## config.mk

```make
export PLATFORM = sky130hd
export DESIGN_NAME = fp_nan_screen
export DESIGN_NICKNAME = d
export VERILOG_FILES = /design/src/rtl/fp_nan_screen.sv
export SDC_FILE = /design/constraint.sdc
export NUM_CORES = 1
export LEC_CHECK = 0
export BUFFER_PORTS_ARGS = -buffer_cell sky130_fd_sc_hd__buf_2
export CAP_MARGIN = 10
export CORE_UTILIZATION = 47
export DETAILED_ROUTE_END_ITERATION = 8
export GPL_ROUTABILITY_DRIVEN = 0
export PLACE_DENSITY = 0.86
export RECOVER_POWER = 50
export SLEW_MARGIN = 20
export SYNTH_ARGS = -nofsm -noshare
export SYNTH_HDL_FRONTEND = slang
export SYNTH_SLANG_ARGS = --single-unit
```

## constraint.sdc

```tcl
create_clock -name clk -period 5.17 [get_ports clk]
set_clock_uncertainty 0.05 [all_clocks]
set_input_delay 1.034 -clock clk [delete_from_list [all_inputs] [get_ports clk]]
set_output_delay 1.034 -clock clk [all_outputs]
set_load 0.03 [all_outputs]
```

## src/rtl/fp_nan_screen.sv

```systemverilog
module fp_nan_screen (
  input  logic        clk,
  input  logic        rst_n,
  input  logic        in_valid,
  input  logic [1:0]  fmt,
  input  logic [63:0] operand,
  input  logic        msb_signals,
  input  logic        no_snan,
  output logic        out_valid,
  output logic        is_nan,
  output logic        is_qnan,
  output logic        is_snan,
  output logic [63:0] quiet_val,
  output logic [63:0] dflt_nan
);

  logic [63:0] opm, top_bit, dnan;
  logic        exp_ones, frac_top, frac_rest;

  always_comb begin
    case (fmt)
      2'b00: begin
        opm       = {48'b0, operand[15:0]};
        exp_ones  = &operand[14:10];
        frac_top  = operand[9];
        frac_rest = |operand[8:0];
        top_bit   = 64'h0000_0000_0000_0200;
        dnan      = msb_signals ? 64'h0000_0000_0000_7DFF : 64'h0000_0000_0000_7E00;
      end
      2'b01: begin
        opm       = {32'b0, operand[31:0]};
        exp_ones  = &operand[30:23];
        frac_top  = operand[22];
        frac_rest = |operand[21:0];
        top_bit   = 64'h0000_0000_0040_0000;
        dnan      = msb_signals ? 64'h0000_0000_7FBF_FFFF : 64'h0000_0000_7FC0_0000;
      end
      default: begin
        opm       = operand;
        exp_ones  = &operand[62:52];
        frac_top  = operand[51];
        frac_rest = |operand[50:0];
        top_bit   = 64'h0008_0000_0000_0000;
        dnan      = msb_signals ? 64'h7FF7_FFFF_FFFF_FFFF : 64'h7FF8_0000_0000_0000;
      end
    endcase
  end

  wire nan_c  = exp_ones & (frac_top | frac_rest);
  wire top_sn = nan_c & frac_top & ~frac_rest;
  wire snan_c = ~no_snan & nan_c & (msb_signals ? frac_top : ~frac_top);
  wire qnan_c = nan_c & ~snan_c;
  wire [63:0] qv_c = !snan_c ? opm : (msb_signals ? dnan : (opm | top_bit));

  always_ff @(posedge clk) begin
    if (!rst_n) begin
      out_valid <= 1'b0;
      is_nan    <= 1'b0;
      is_qnan   <= 1'b0;
      is_snan   <= 1'b0;
      quiet_val <= '0;
      dflt_nan  <= '0;
    end else begin
      out_valid <= in_valid;
      if (in_valid) begin
        is_nan    <= nan_c;
        is_qnan   <= qnan_c;
        is_snan   <= snan_c;
        quiet_val <= qv_c;
        dflt_nan  <= dnan;
      end
    end
  end

  logic unused_ok;
  assign unused_ok = top_sn;

endmodule

```

==> results.toml, run 1 <==
[clocking]
cts_buffers = 9
ctsHoldBuffers = 0
cts.path.max_buffers = 2
clock-root-buffer = "clkbuf_8"
clkLatencyLatePin_ns = 0.33
cts_resized = 0
cts_setup_buffers = 0
clkSinkCount = 77
cts.clk_slew.worst_paths_ns = 0.08
cts_tree = "done"
htree_num_levels = 3

[setup_path]
path_depth = 6
path_buf_inv = 2
arrival_ns = 3.87
crit_family = "buffers and inverters"
end_kind = "flop"
crit_slowest_cell = "clkbuf_1"
reg2reg_depth = 2
critPathLaunchType = "primary input"
worstPathCellList = "clkbuf_1, and3_1, buf_4, nor2b_1, a32o_1, a31o_1"
cpPeakStageDelay_ns = 1.27
worstPathRequired_ns = 5.41
crit_type = "primary input to flop"
critical_path.max_fanout = 51

[floorplanning]
start_util_pct = 49.4
core.rowCount = 30
design.die.area_sq_mm = 0.00760
die_w_microns = 87.2
fp.coreArea_sq_mm = 0.00691
die_h_microns = 87.2
io-pin-count = 203

[finish]
layout-drive-gt1-share_pct = 24.8
fill_cells = 690
syn2layout_area_growth_pct = 22.7
diodes = 0
multi_input_comb_area_sq_mm = 0.00135
seq_area_sq_mm = 0.00154
nets = 599

[placement]
dp_hpwl_mm = 6.92
numPortBuffers = 201

[grt]
overflow = 0
grt_pass1_wl_mm = 13.8
antenna_found_initial = 0
grt_pass1_vias = 2969
grt_max_degree = 54
grt_usage_pct = 23.7

[synthesis]
netlist_area_sq_mm = 0.00341
yosysWarnings = 0
ys_types = 47
synth_fp_nets = 466
ys_ff_latch = 77
syn_inst = 395
seq_area_frac_synth_pct = 45.2
synth_area_per_cell_sq_um = 8.63
async_flop_share_pct = 0
synth_edf_count = 0
ys.flop_type = "dfxtp_1"

[sta]
setup_tns_ns = 0
rsz0062_at_grt = "false"
fin_crit_ns = 3.63
hold_slack_ns = 0.399
hold_viol = 0
post-route-period-util_pct = 70.3
max_freq_mhz = 275
tightestPinTransition_ns = 1.80
slew_violations = 52
setup_violations = 0
slew_headroom_pct = -20.0

[run_status]
violations = "capacitance limit, slew limit"
status = "complete, but fails checks"

[drt]
vias = 3305
drt_iter0_drc = 164
viasPerCell = 5.25
drt-total-wl_mm = 9.33
ant_nets = 0
drt-pass1-iter-count = 4
wire_per_inst_microns = 14.8
drc_errors = 0

[job]
drv_cap = 1

[min_path]
hold_path_class = "flop to flop"
hold_depth = 2

[pwr]
ir_drop_mv = 0.212
p_leak_uw = 0.00186
pwr_density_cell_mw_per_mm2 = 349
## through the flow
| step | total power [uW] | setup slack (ns) | instance area, sq um | std cells | util [%] |
|---|---|---|---|---|---|
| after detailed placement | 939 | 1.83 | 4040 | 612 | 58.4 |
| after floorplan | 865 | 2.31 | 3410 | 395 | - |
| final | 1460 | 1.54 | 4180 | 629 | 60.6 |
| after CTS | 1480 | 2.18 | 4280 | 628 | 62.0 |
| after global routing | 1520 | 1.21 | 4180 | 629 | 60.6 |
| after global placement | 933 | 1.97 | 4040 | 612 | 58.4 |
## final cells by class
type	count	share of cell area, %
sequential	77	36.8
multi-input combinational	235	32.3
timing repair buffer	204	22.0
clock buffer	10	3.29
tap	96	2.87
clock inverter	6	2.63
inverter	1	0.0897
## flip-flops by register name (all words and copies together), names as in the netlist
register,cells
quiet_val,64
is_qnan,1
dflt_nan,9
out_valid,1
is_snan,1
is_nan,1
## Yosys cell counts (3+ instances only)
cell       n  area share, %
a21boi_0   3           0.66
a21oi_1   21            3.1
a22o_1    11            2.8
a22oi_1   19            4.2
buf_1      3           0.33
buf_2      3           0.44
buf_4     56             12
clkbuf_1  20            2.2
dfxtp_1   77             45
mux2i_1    4            1.2
nand2_1   45            5.0
nand2b_1   5           0.92
nand3_1    3           0.44
nand4_1    6            1.1
nor2_1    33            3.6
nor2b_1    4           0.73
nor4_1     9            1.7
o21ai_0   37            5.4
## cells by family (layout without fill, tap and decap cells)
logic type | count (synthesis) | in the layout | share of synthesized area, %
AND/OR/NAND/NOR | 119 | 119 | 16.6
AO/OA/AOI/OAI | 109 | 109 | 21.0
buffers and inverters | 83 | 221 | 15.4
flip-flops | 77 | 77 | 45.2
multiplexers | 4 | 4 | 1.17
XOR/XNOR | 2 | 2 | 0.514
other | 1 | 1 | 0.110
## routing by layer
metal | vias to the layer above | global-route usage (%) | wire (microns)
met1 | 1528 | 26.3 | 3740
met2 | 167 | 43.5 | 4750
met4 | 0 | 10.1 | 221
li1 | 1588 | - | -
met5 | - | 0 | 0
met3 | 22 | 5.40 | 614
## cells in the final DEF (no fill, tap or decap), drive strengths merged, types with 10 or more instances in the layout
| master | instances |
|---|---|
| a21oi | 21 |
| a22o | 11 |
| a22oi | 19 |
| buf | 107 |
| clkbuf | 107 |
| dfxtp | 77 |
| nand2 | 45 |
| nor2 | 33 |
| nor4 | 10 |
| o21ai | 38 |
## report_power, final
part | leakage, uW | switching, uW | internal [uW]
sequential | 0.000633 | 21.1 | 625
combinational | 0.00111 | 198 | 73.8
clock | 0.000119 | 211 | 333
## worst register-to-register path: cells and delay by family, from the launching register on
kind               cells  cell delay, ns
and+or+nand+nor        1            0.09
AOI/OAI and AO/OA      1            0.16
DFF                    1            0.66
## path summary, 6_finish.rpt
kind / to / startpoint / slack (ns)
worst max-delay path: quiet_val[51] / in_valid / 1.54
worst min register to register: is_nan / is_nan / 0.40
worst max register to register: dflt_nan[50] / dflt_nan[50] / 4.14
worst min-delay path: is_nan / is_nan / 0.40
Power figures use the tool's default switching activity.
==> run 2, diff against run 1 <==
--- a/config.mk
+++ b/config.mk
@@ -7,10 +7,10 @@
 export LEC_CHECK = 0
 export BUFFER_PORTS_ARGS = -buffer_cell sky130_fd_sc_hd__buf_2
 export CAP_MARGIN = 10
-export CORE_UTILIZATION = 47
+export CORE_UTILIZATION = 39
 export DETAILED_ROUTE_END_ITERATION = 8
 export GPL_ROUTABILITY_DRIVEN = 0
-export PLACE_DENSITY = 0.86
+export PLACE_DENSITY = 0.76
 export RECOVER_POWER = 50
 export SLEW_MARGIN = 20
 export SYNTH_ARGS = -nofsm -noshare
==> constraint.sdc (replaced) <==
create_clock -name clk -period 3.1 [get_ports clk]
set_clock_uncertainty 0.05 [all_clocks]
set_input_delay 0.62 -clock clk [delete_from_list [all_inputs] [get_ports clk]]
set_output_delay 0.62 -clock clk [all_outputs]
set_load 0.03 [all_outputs]
==> results.toml, run 2 (same netlist as run 1, synthesis figures left out) <==
[finish]
syn2layout_area_growth_pct = 22.1
seq_area_sq_mm = 0.00154
diodes = 0
final_common_cell = "buf_2"
reg_top3 = "quiet_val x64, dflt_nan x9"
regMostFlops = "quiet_val"
final_cell_mix = "116 x buf_2, 88 x clkbuf_1, 77 x dfxtp_1"
fill_cells = 857
largest_register_ffs = 64
layout-drive-gt1-share_pct = 26.8
nets = 604
postLayoutCoreUtil_pct = 49.9
multi_input_comb_area_sq_mm = 0.00134

[drt]
drt-total-wl_mm = 9.17
wire_per_inst_microns = 14.3
drc_errors = 0
vias = 3250
viasPerCell = 5.05
drt-pass1-iter-count = 5
drt_iter0_drc = 224
ant_nets = 0

[sta]
tightestPinTransition_ns = 1.25
max_freq_mhz = 399
setup_tns_ns = 0
slew_violations = 0
hold_slack_ns = 0.406
fin_crit_ns = 2.51
rsz0062_at_grt = "false"
slew_headroom_pct = 16.8
fin_ws_ns = 0.592
post-route-period-util_pct = 80.9
hold_viol = 0
setup_violations = 0

[min_path]
hold_path_class = "flop to flop"

[clocking]
ctsHoldBuffers = 0
cts.path.max_buffers = 2
htree_num_levels = 3
clkLatencyLatePin_ns = 0.33
clkSinkCount = 77
cts_tree = "done"
cts_setup_buffers = 0
cts_resized = 0
cts_buffers = 9
clock-root-buffer = "clkbuf_8"
cts.clk_slew.worst_paths_ns = 0.08

[grt]
grt_pass1_vias = 2774
antenna_found_initial = 0
overflow = 0
grt_pass1_wl_mm = 13.8
grt_max_degree = 54
grt_usage_pct = 19.8

[run_status]
status = "completed"

[floorplanning]
io-pin-count = 203
fp.coreArea_sq_mm = 0.00834
die_w_microns = 95.5
die_h_microns = 95.5
design.die.area_sq_mm = 0.00912
start_util_pct = 40.9
core.rowCount = 33

[setup_path]
arrival_ns = 2.73
worstPathRequired_ns = 3.32
critical_path.max_fanout = 53
crit_type = "primary input to flop"
critPathLaunchType = "primary input"
end_kind = "flop"

[pwr]
ir_drop_mv = 0.237
pwr_density_cell_mw_per_mm2 = 544
p_leak_uw = 0.00190

[placement]
dp_worst_setup_slack_ns = 0.406
numPortBuffers = 201
dp_hpwl_mm = 6.86

[job]
drv_cap = 0
-- run 2: cell count changes in the layout (fill, tap and decap cells not counted) --
cell	previous run	this run
bufinv_16	3	1
clkbuf_1	97	88
buf_12	1	0
clkinv_4	0	1
nor2b_4	1	0
and2_1	0	1
clkbuf_2	0	1
clkbuf_8	10	9
buf_4	2	6
buf_2	104	116
clkinvlp_4	2	1
and2_2	1	0
inv_6	0	1
nor2b_1	3	4
-- run 2: worst max-delay path, stage by stage --
cell      delay (ns)
clkbuf_1        0.70
nor2b_1         0.22
clkbuf_2        0.83
a22oi_1         0.21
nand2_1         0.12
-- run 2: per-stage QoR --
stage          area, sq um  std cells  total power, uW
2_1_floorplan         3410        395             1440
3_3_place_gp          4090        627             1560
3_5_place_dp          4090        627             1570
4_1_cts               4280        643             2310
5_1_grt               4160        643             2380
6_report              4160        643             2270
-- run 2: layout make-up --
type,count,share of cell area [%]
repair buffers,209,22.9
inverters,1,0.0901
clock inverters,5,1.44
clock buffers,11,3.16
well taps,105,3.16
multi-input cells,235,32.2
flip-flops and latches,77,37.0
-- run 2: path summary, 6_finish.rpt --
| check | from | endpoint | slack (ns) | depth (start not counted) |
|---|---|---|---|---|
| worst max-delay path | rst_n | quiet_val[43] | 0.59 | 5 |
| worst min-delay path | is_nan | is_nan | 0.41 | 2 |
| worst max register to register | dflt_nan[50] | dflt_nan[50] | 2.12 | 2 |
| worst min register to register | is_nan | is_nan | 0.41 | 2 |
-- run 2: routing by layer --
metal  up-vias  wire [microns]  GRT usage, %  share of wire (%)
met4         0             127          6.84                1.4
met5         -               0             0                  0
met2       120            4370          33.1                 48
li1       1605               -             -                  -
met1      1513            3970          23.8                 43
met3        12             704          6.54                7.7
-- run 2: report_power, final --
group	switching [uW]	internal, uW	leakage, uW	total, uW
Combinational	328	125	0.00117	453
Clock	362	376	0.0000939	738
Sequential	33.9	1040	0.000633	1080
